--- src/rtl/alu_pkg.sv ---
// Package: shared operation encoding for the ALU block.
// Assumes: a 3-bit selector, where bit 2 clear marks the arithmetic group.
package alu_pkg;

    typedef enum logic [2:0] {
        OP_ADD   = 3'b000,
        OP_ADDC  = 3'b001,
        OP_SUB   = 3'b010,
        OP_SUBB  = 3'b011,
        OP_AND   = 3'b100,
        OP_OR    = 3'b101,
        OP_XOR   = 3'b110,
        OP_SHIFT = 3'b111
    } alu_op_e;

    // True for the four add/subtract variants.
    function automatic logic is_arith(input alu_op_e op);
        return (op[2] == 1'b0);
    endfunction

endpackage

--- src/rtl/alu_operand_sel.sv ---
// Module: forms the second operand from the register value or the constant.
// Assumes: W is twice IMM_W. A shift sign-extends the constant.
// AND fills the unused half with ones; other operations fill it with zeros.
module alu_operand_sel
    import alu_pkg::*;
#(
    parameter int W     = 32,
    parameter int IMM_W = 16
) (
    input  alu_op_e          op_i,
    input  logic [W-1:0]     b_reg_i,
    input  logic [IMM_W-1:0] imm_i,
    input  logic             use_imm_i,
    input  logic             imm_high_i,
    output logic [W-1:0]     b_o
);
    localparam int FILL_W = W - IMM_W;

    logic [FILL_W-1:0] fill;
    logic [W-1:0]      placed;
    logic [W-1:0]      extended;

    // Pick the filler for the half the constant does not occupy.
    always_comb begin
        fill = (op_i == OP_AND) ? {FILL_W{1'b1}} : {FILL_W{1'b0}};
    end

    // Place the constant high or low, and build its sign extension.
    always_comb begin
        placed   = imm_high_i ? {imm_i, fill} : {fill, imm_i};
        extended = {{FILL_W{imm_i[IMM_W-1]}}, imm_i};
    end

    // Choose the final second operand.
    always_comb begin
        if (!use_imm_i)
            b_o = b_reg_i;
        else if (op_i == OP_SHIFT)
            b_o = extended;
        else
            b_o = placed;
    end

endmodule

--- src/rtl/alu_adder.sv ---
// Module: add/subtract datapath with carry out and signed overflow.
// Assumes: op_i is one of the arithmetic codes. Other codes still produce
// values, but the caller ignores them.
module alu_adder
    import alu_pkg::*;
#(
    parameter int W = 32
) (
    input  alu_op_e      op_i,
    input  logic [W-1:0] a_i,
    input  logic [W-1:0] b_i,
    input  logic         carry_i,
    output logic [W-1:0] sum_o,
    output logic         cout_o,
    output logic         ovf_o
);
    logic [W-1:0] addend;
    logic         cin;
    logic [W:0]   wide;

    // Invert the addend for the subtract forms and choose the carry-in.
    always_comb begin
        addend = op_i[1] ? ~b_i : b_i;
        unique case (op_i)
            OP_ADD:  cin = 1'b0;
            OP_SUB:  cin = 1'b1;
            default: cin = carry_i;
        endcase
    end

    // Wide addition: the extra top bit is the carry out.
    always_comb begin
        wide   = {1'b0, a_i} + {1'b0, addend} + {{W{1'b0}}, cin};
        sum_o  = wide[W-1:0];
        cout_o = wide[W];
        ovf_o  = (a_i[W-1] == addend[W-1]) && (wide[W-1] != a_i[W-1]);
    end

endmodule

--- src/rtl/alu_shifter.sv ---
// Module: bidirectional shifter driven by one signed amount.
// Assumes: the amount lies within +/-(W-1). Positive shifts left and
// negative shifts right. Carry is the last bit out on a left shift, else 0.
module alu_shifter #(
    parameter int W    = 32,
    parameter int SH_W = $clog2(W) + 1
) (
    input  logic [W-1:0]    a_i,
    input  logic [SH_W-1:0] amt_i,
    input  logic            arith_i,
    output logic [W-1:0]    res_o,
    output logic            cout_o
);
    logic            go_right;
    logic [SH_W-1:0] mag;
    logic [W:0]      left_wide;
    logic [W-1:0]    right_res;

    // Split the signed amount into a direction and a magnitude.
    always_comb begin
        go_right = amt_i[SH_W-1];
        mag      = go_right ? (~amt_i + 1'b1) : amt_i;
    end

    // Left path keeps one extra bit to capture the last bit shifted out.
    always_comb begin
        left_wide = {1'b0, a_i} << mag;
    end

    // Right path: logical or sign-filling.
    always_comb begin
        if (arith_i)
            right_res = $signed(a_i) >>> mag;
        else
            right_res = a_i >> mag;
    end

    // Merge both paths.
    always_comb begin
        res_o  = go_right ? right_res : left_wide[W-1:0];
        cout_o = go_right ? 1'b0 : left_wide[W];
    end

endmodule

--- src/rtl/alu_flag_unit.sv ---
// Module: computes the next Z/N/V/C values, or passes the current ones through.
// Assumes: the datapath side-results come from the adder and the shifter.
module alu_flag_unit
    import alu_pkg::*;
#(
    parameter int W = 32
) (
    input  alu_op_e      op_i,
    input  logic [W-1:0] result_i,
    input  logic         add_cout_i,
    input  logic         add_ovf_i,
    input  logic         sh_cout_i,
    input  logic         en_i,
    input  logic         z_i,
    input  logic         n_i,
    input  logic         v_i,
    input  logic         c_i,
    output logic         z_o,
    output logic         n_o,
    output logic         v_o,
    output logic         c_o
);
    logic z_new, n_new, v_new, c_new;

    // Derive fresh flag values by operation class.
    always_comb begin
        z_new = (result_i == '0);
        n_new = result_i[W-1];
        v_new = is_arith(op_i) ? add_ovf_i : 1'b0;
        if (is_arith(op_i))
            c_new = add_cout_i;
        else if (op_i == OP_SHIFT)
            c_new = sh_cout_i;
        else
            c_new = 1'b0;
    end

    // Apply the update enable.
    always_comb begin
        if (en_i) begin
            z_o = z_new; n_o = n_new; v_o = v_new; c_o = c_new;
        end else begin
            z_o = z_i;   n_o = n_i;   v_o = v_i;   c_o = c_i;
        end
    end

endmodule

--- src/rtl/alu_flags_core.sv ---
// Module: top of the combinational ALU. It forms the operand, runs the
// adder, logic and shifter paths, selects the result and produces the flags.
// Assumes: the caller owns flag storage; c_i is both a flag and the carry-in.
module alu_flags_core
    import alu_pkg::*;
#(
    parameter int W     = 32,
    parameter int IMM_W = 16
) (
    input  logic [2:0]       op_i,
    input  logic [W-1:0]     a_i,
    input  logic [W-1:0]     b_reg_i,
    input  logic [IMM_W-1:0] imm_i,
    input  logic             use_imm_i,
    input  logic             imm_high_i,
    input  logic             shift_arith_i,
    input  logic             flag_en_i,
    input  logic             z_i,
    input  logic             n_i,
    input  logic             v_i,
    input  logic             c_i,
    output logic [W-1:0]     result_o,
    output logic             z_o,
    output logic             n_o,
    output logic             v_o,
    output logic             c_o
);
    localparam int SH_W = $clog2(W) + 1;

    alu_op_e      op;
    logic [W-1:0] b_eff;
    logic [W-1:0] sum;
    logic         add_cout, add_ovf;
    logic [W-1:0] sh_res;
    logic         sh_cout;
    logic [W-1:0] logic_res;

    // Give the raw selector its enumerated type.
    always_comb op = alu_op_e'(op_i);

    alu_operand_sel #(.W(W), .IMM_W(IMM_W)) u_opsel (
        .op_i(op), .b_reg_i(b_reg_i), .imm_i(imm_i),
        .use_imm_i(use_imm_i), .imm_high_i(imm_high_i), .b_o(b_eff)
    );

    alu_adder #(.W(W)) u_add (
        .op_i(op), .a_i(a_i), .b_i(b_eff), .carry_i(c_i),
        .sum_o(sum), .cout_o(add_cout), .ovf_o(add_ovf)
    );

    alu_shifter #(.W(W), .SH_W(SH_W)) u_shift (
        .a_i(a_i), .amt_i(b_eff[SH_W-1:0]), .arith_i(shift_arith_i),
        .res_o(sh_res), .cout_o(sh_cout)
    );

    // Bitwise logic group.
    always_comb begin
        unique case (op)
            OP_AND:  logic_res = a_i & b_eff;
            OP_OR:   logic_res = a_i | b_eff;
            default: logic_res = a_i ^ b_eff;
        endcase
    end

    // Final result select by operation class.
    always_comb begin
        if (is_arith(op))
            result_o = sum;
        else if (op == OP_SHIFT)
            result_o = sh_res;
        else
            result_o = logic_res;
    end

    alu_flag_unit #(.W(W)) u_flags (
        .op_i(op), .result_i(result_o), .add_cout_i(add_cout),
        .add_ovf_i(add_ovf), .sh_cout_i(sh_cout), .en_i(flag_en_i),
        .z_i(z_i), .n_i(n_i), .v_i(v_i), .c_i(c_i),
        .z_o(z_o), .n_o(n_o), .v_o(v_o), .c_o(c_o)
    );

    // Checks across the operand former, the datapath and the flag unit.
    always_comb begin
        p_and_fill_r3: assert (!(use_imm_i && op == OP_AND && !imm_high_i)
                               || (b_eff[W-1:IMM_W] == '1))
            else $error("AND constant fill is not all ones");
        p_hold_flags_r8: assert (flag_en_i ||
                                 ({z_o, n_o, v_o, c_o} == {z_i, n_i, v_i, c_i}))
            else $error("flags changed while updates are disabled");
        p_zero_flag_r5: assert (!flag_en_i || (z_o == (result_o == '0)))
            else $error("Z does not match the result");
        p_logic_clear_r6: assert (!flag_en_i || is_arith(op) || !v_o)
            else $error("V set by a non-arithmetic operation");
        p_right_carry_r7: assert (!(flag_en_i && op == OP_SHIFT && b_eff[SH_W-1])
                                  || !c_o)
            else $error("C set by a right shift");
    end

endmodule

--- config.mk ---
export PLATFORM = sky130hd
export DESIGN_NAME = alu_flags_core
export DESIGN_NICKNAME = d
export VERILOG_FILES = /design/src/rtl/alu_pkg.sv /design/src/rtl/alu_operand_sel.sv /design/src/rtl/alu_adder.sv /design/src/rtl/alu_shifter.sv /design/src/rtl/alu_flag_unit.sv /design/src/rtl/alu_flags_core.sv
export SDC_FILE = /design/constraint.sdc
export NUM_CORES = 1
export LEC_CHECK = 0
export BUFFER_PORTS_ARGS = -buffer_cell sky130_fd_sc_hd__buf_2
export CAP_MARGIN = 25
export CORE_MARGIN = 2
export CORE_UTILIZATION = 40
export DETAILED_ROUTE_END_ITERATION = 8
export PLACE_DENSITY_LB_ADDON = 0.1
export SLEW_MARGIN = 10
export SYNTH_ARGS = -nofsm -noshare
export SYNTH_HDL_FRONTEND = slang
export SYNTH_SLANG_ARGS = --single-unit
--- constraint.sdc ---
create_clock -name vclk -period 12.4
set_input_delay 2.48 -clock vclk [all_inputs]
set_output_delay 2.48 -clock vclk [all_outputs]
set_load 0.01 [all_outputs]
==> impl_metrics.yaml, run 1 <==
status:
  status: "finished, final reports clean"
layout:
  final_nets: 1752
  seq_cell_count: 0
  area_delta_synth_final_pct: 8.717
  regArea_um2: 0
  fillCellCount: 2679
  nClkBuffers: 0
  layout-drive-gt1-share_pct: 14.49
  multi_input_area_um2: 9089
worst_setup_path:
  cpPeakStageDelay_ns: 0.73
  crit_slowest_cell: "nor4_1"
  critPathArrivalTime_ns: 9.36
  crit_required_ns: 9.92
  crit_chain: "buf_2 > nand4bb_1 > and3_1 > a21oi_1 > inv_1 > ha_1 > a311o_1 > o211ai_4 > buf_4 > nand2_1 > o2bb2ai_1 > nor3_1 > nor4_1 > o22ai_1 > nor4_1 > nand4_1 > or4_1 > o41ai_2 > buf_2"
  worst-setup-path-type: "input port to output port"
  end_kind: "output port"
  crit_path_start_kind: "input port"
  worst-path-max-fanout: 21
global_route:
  grt_overflow: 0
  grt_pass1_wl_um: 84040
  grt_usage_pct: 42.95
  grt_max_degree: 97
  antenna_found_initial: 3
  grt_pass1_vias: 12099
sta:
  tns_ns: 0
  slew_headroom_pct: 24.53
  min_period_over_period_pct: 95.47
  final-hold-violation-count: 0
  layout_min_cycle_time_ns: 11.84
  tightest_slew_ns: 1.126
  rsz0062_at_grt: "no"
  drv_slew: 0
  setup_viol: 0
  max_freq_mhz: 84.47
clocking:
  postCtsSetupBuffers: 0
  cts_hold_buf: 0
  cts-resized-gates: 0
synth:
  seq_area_frac_synth_pct: 0
  synth_xor_area_share_pct: 5.325
  synth_top_family_by_area: "compound AO/OA/AOI/OAI gates"
  synth-compound-area-share_pct: 38.28
  syn_inst: 1512
  synthMuxAreaShare_pct: 13.28
  ys_types: 96
  synth_warnings: 0
  avgSynthCellArea_um2: 6.636
  synthTopCellsByArea: "ha_1 (12%), mux2i_1 (11%), a21oi_1 (7.3%), nor2_1 (6.1%), nand2_1 (4.5%)"
  synth_adder_area_share_pct: 12.50
  synthesis.nets: 1702
  synth_top_area_share_pct: 12.10
  syn-cell-area_um2: 10030
  synthSimpleGateAreaFrac_pct: 20.96
  synth_top_area_cell: "ha_1"
routing:
  wl_per_cell_um: 30.79
  routed_via_density: 6.962
  drc_errors: 0
  drt_pass1_iterations: 7
  drtIter0Drc: 1815
  num_vias: 13130
  drtAntennaViolNets: 0
  finalWirelength_um: 58070
min_path:
  hold_class: "input port to output port"
floorplan:
  fp.dieW_um: 162.4
  fp-row-count: 57
  dieArea_um2: 26370
  core_area_um2: 24460
  ios: 127
  initial_core_util_pct: 41.02
  die_h_um: 162.4
placement:
  gp_congestion: 1.078
  hpwl_um: 45360
  port_buffers: 127
job:
  drv_cap: 0
## synth_stat cells (14+ instances only)
cell type	count
mux2i_1	114
o211ai_1	22
o31ai_1	14
nor3_1	28
a221oi_1	15
a21oi_1	147
o221ai_1	29
buf_2	33
nand3_1	32
a31oi_1	21
buf_1	19
o21ai_0	80
nand2_1	121
and3_1	18
xnor2_1	49
inv_1	91
o22ai_1	26
ha_1	97
clkbuf_1	61
nor2_1	164
a21o_1	18
nand4_1	17
a211oi_1	30
## worst paths after layout
check,startpoint,endpoint,slack (ns),cells after the start
worst max-delay path,imm_high_i,z_o,0.56,19
worst min-delay path,z_i,z_o,5.25,4
## per-stage QoR
step                cell area [um^2]  worst slack (ns)  instances  utilization, %  hold WS (ns)
global route                   10900            0.3560       1884           44.57         5.294
floorplan                      10030             1.606       1512               -         5.062
global placement               10880            0.7856       1882           44.47         5.247
detailed placement             10890            0.9219       1883           44.52         5.247
finish                         10910            0.5612       1886           44.59         5.246
CTS                            10890            0.8988       1883           44.52         5.247
## cell usage in the layout, fill, tap and decap left out, types with 21 or more instances in the layout
cell      count
a211oi_1     29
a21oi_1     147
a31oi_1      21
buf_2       127
buf_4        44
ha_1         97
inv_1        91
mux2i_1     114
nand2_1     121
nand3_1      32
nor2_1      164
nor3_1       28
o211ai_1     22
o21ai_0      80
o221ai_1     29
o22ai_1      26
xnor2_1      49
## area by class of cell
type	count	share of cell area (%)
antenna	2	0.04588
multi-input combinational	1289	83.32
timing repair buffer	176	9.624
inverter	95	3.292
tap	324	3.716
## logic make-up (layout without fill, tap and decap cells)
logic type / Yosys count / after routing
other: 0 / 2
AO/OA/AOI/OAI: 554 / 554
adder cells (fa/ha/maj): 99 / 99
AND/OR/NAND/NOR: 448 / 448
buffers and inverters: 223 / 271
multiplexers: 127 / 127
XOR/XNOR: 61 / 61
## layer usage
| layer | wire length (um) | vias to the layer above | track usage, % |
|---|---|---|---|
| met5 | 0 | - | 0 |
| met1 | 23060 | 6208 | 56.88 |
| met4 | 3767 | 0 | 20.92 |
| met3 | 6957 | 217 | 10.64 |
| li1 | - | 5784 | - |
| met2 | 24290 | 921 | 65.05 |
## critical path: cells and delay by family
kind                     cells  cell delay [ns]
buffers and inverters        4             0.95
adder cells (fa/ha/maj)      1             0.35
AND/OR/NAND/NOR              8             3.31
AO/OA/AOI/OAI                6             2.24
==> run 2, diff against run 1 <==
- CORE_UTILIZATION: 40 -> 45
==> run 2 against run 1 <==
  * Setup slack lost 0.25 ns
  * Sequential share of layout area stayed put
  * Wire length decreased by 4.8%
  * Highest routed layer unchanged
  * Die area decreased by 11%
  * Critical path type unchanged
  * First-iteration DRC count is 4.2% higher
  * Maximum frequency fell by 2.0%
==> impl_metrics.yaml, run 2 (synthesized netlist as in run 1, its figures left out) <==
sta:
  setup_viol: 0
  drv_slew: 0
  tightest_slew_ns: 1.080
  rsz0062_at_grt: "no"
  min_period_over_period_pct: 97.46
  layout_min_cycle_time_ns: 12.08
  slew_headroom_pct: 26.12
  tns_ns: 0
  max_freq_mhz: 82.75
  final-hold-violation-count: 0
routing:
  drtIter0Drc: 1892
  drt_pass1_iterations: 8
  drtAntennaViolNets: 0
  wl_per_cell_um: 30.11
  routed_via_density: 7.189
  num_vias: 13192
  finalWirelength_um: 55260
  drc_errors: 0
power_and_ir_drop:
  powerDensity_nw_per_um2: 89.30
  ir_drop_mv: 0.03877
  clkPwrFrac_pct: 0
  internal_power_uw: 316.5
  p_leak_nw: 4.785
  pwr-share-comb_pct: 100.0
  p_seq_share_pct: 0
  switching_share_pct: 67.19
  power_switching_uw: 648.0
  total_power_uw: 964.5
placement:
  dp_cells: 1835
  port_buffers: 127
  gp_congestion: 1.110
  hpwl_um: 42620
global_route:
  gr-usage-met1_pct: 59.26
  grt_pass1_wl_um: 80790
  grt_overflow: 0
  grt_max_degree: 97
  use_met2_pct: 69.03
  grt_usage_pct: 44.80
  grt.busiest_layer: "met2"
  antenna_found_initial: 0
  grtUsageMet3_pct: 12.19
  grt_pass1_vias: 12122
status:
  status: "finished, final reports clean"
layout:
  layout_commonest_cell: "nor2_1"
  nClkBuffers: 0
  area_delta_synth_final_pct: 7.645
  regArea_um2: 0
  multi_input_area_um2: 9087
  seq_cell_count: 0
  fillCellCount: 2358
  antenna_cells: 0
  layout_common_cells: "nor2_1 (164), a21oi_1 (147), buf_2 (127)"
  utilization_pct: 49.49
  layout.cells.non_filler: 1835
  final_nets: 1747
  layout-drive-gt1-share_pct: 14.28
floorplan:
  initial_core_util_pct: 45.98
  ios: 127
  core_area_um2: 21820
  fp-row-count: 54
  fp.dieW_um: 153.3
  dieArea_um2: 23510
  die_h_um: 153.3
clocking:
  postCtsSetupBuffers: 0
  cts_hold_buf: 0
  cts-resized-gates: 0
min_path:
  hold_class: "input port to output port"
worst_setup_path:
  critPathArrivalTime_ns: 9.60
  crit_required_ns: 9.92
  crit_path_start_kind: "input port"
  worst-setup-path-type: "input port to output port"
  end_kind: "output port"
  worst-path-max-fanout: 96
job:
  drv_cap: 0
## run 2: per-stage QoR
stage               hold slack [ns]  worst slack [ns]  area, um^2
CTS                           5.251             1.078       10800
detailed placement            5.250             1.092       10800
global placement              5.246             1.119       10800
global route                  5.262            0.3740       10800
finish                        5.249            0.3155       10800
floorplan                     5.062             1.606       10030
## run 2: final timing paths
path	slack (ns)	to	from	depth (start not counted)
setup / recovery	0.32	z_o	op_i[0]	19
hold / removal	5.25	z_o	z_i	4
## run 2: final cells by class
type / count / share of cell area [%]
multi-input combinational: 1289 / 84.14
timing repair buffer: 171 / 9.291
inverter: 95 / 3.325
tap: 280 / 3.244
## run 2: critical path, stage by stage
cell,delay (ns)
buf_2,0.26
nand4bb_1,0.60
and3_1,0.41
a21oi_1,0.32
inv_1,0.12
ha_1,0.28
a211o_1,0.31
a222oi_1,0.52
buf_12,0.46
a2111oi_0,0.18
a211oi_1,0.45
nor2_1,0.12
nor4_1,0.82
o22ai_1,0.35
nor4_1,0.57
nand4_1,0.18
or4_1,0.60
o41ai_2,0.33
buf_2,0.18
## run 2: layer usage
layer / wire length (um) / up-vias
met2: 23260 / 956
met3: 7370 / 193
met1: 21580 / 6276
li1: - / 5767
met5: 0 / -
met4: 3048 / 0
## run 2: power groups by stage
| stage | Combinational, mW | Clock (mW) | Sequential [mW] |
|---|---|---|---|
| floorplan | 0.595 | 0 | 0 |
| global placement | 0.914 | 0 | 0 |
| detailed placement | 0.913 | 0 | 0 |
| global route | 1.01 | 0 | 0 |
| CTS | 0.917 | 0 | 0 |
| finish | 0.964 | 0 | 0 |
No activity file was read; power rests on OpenSTA's default activity.
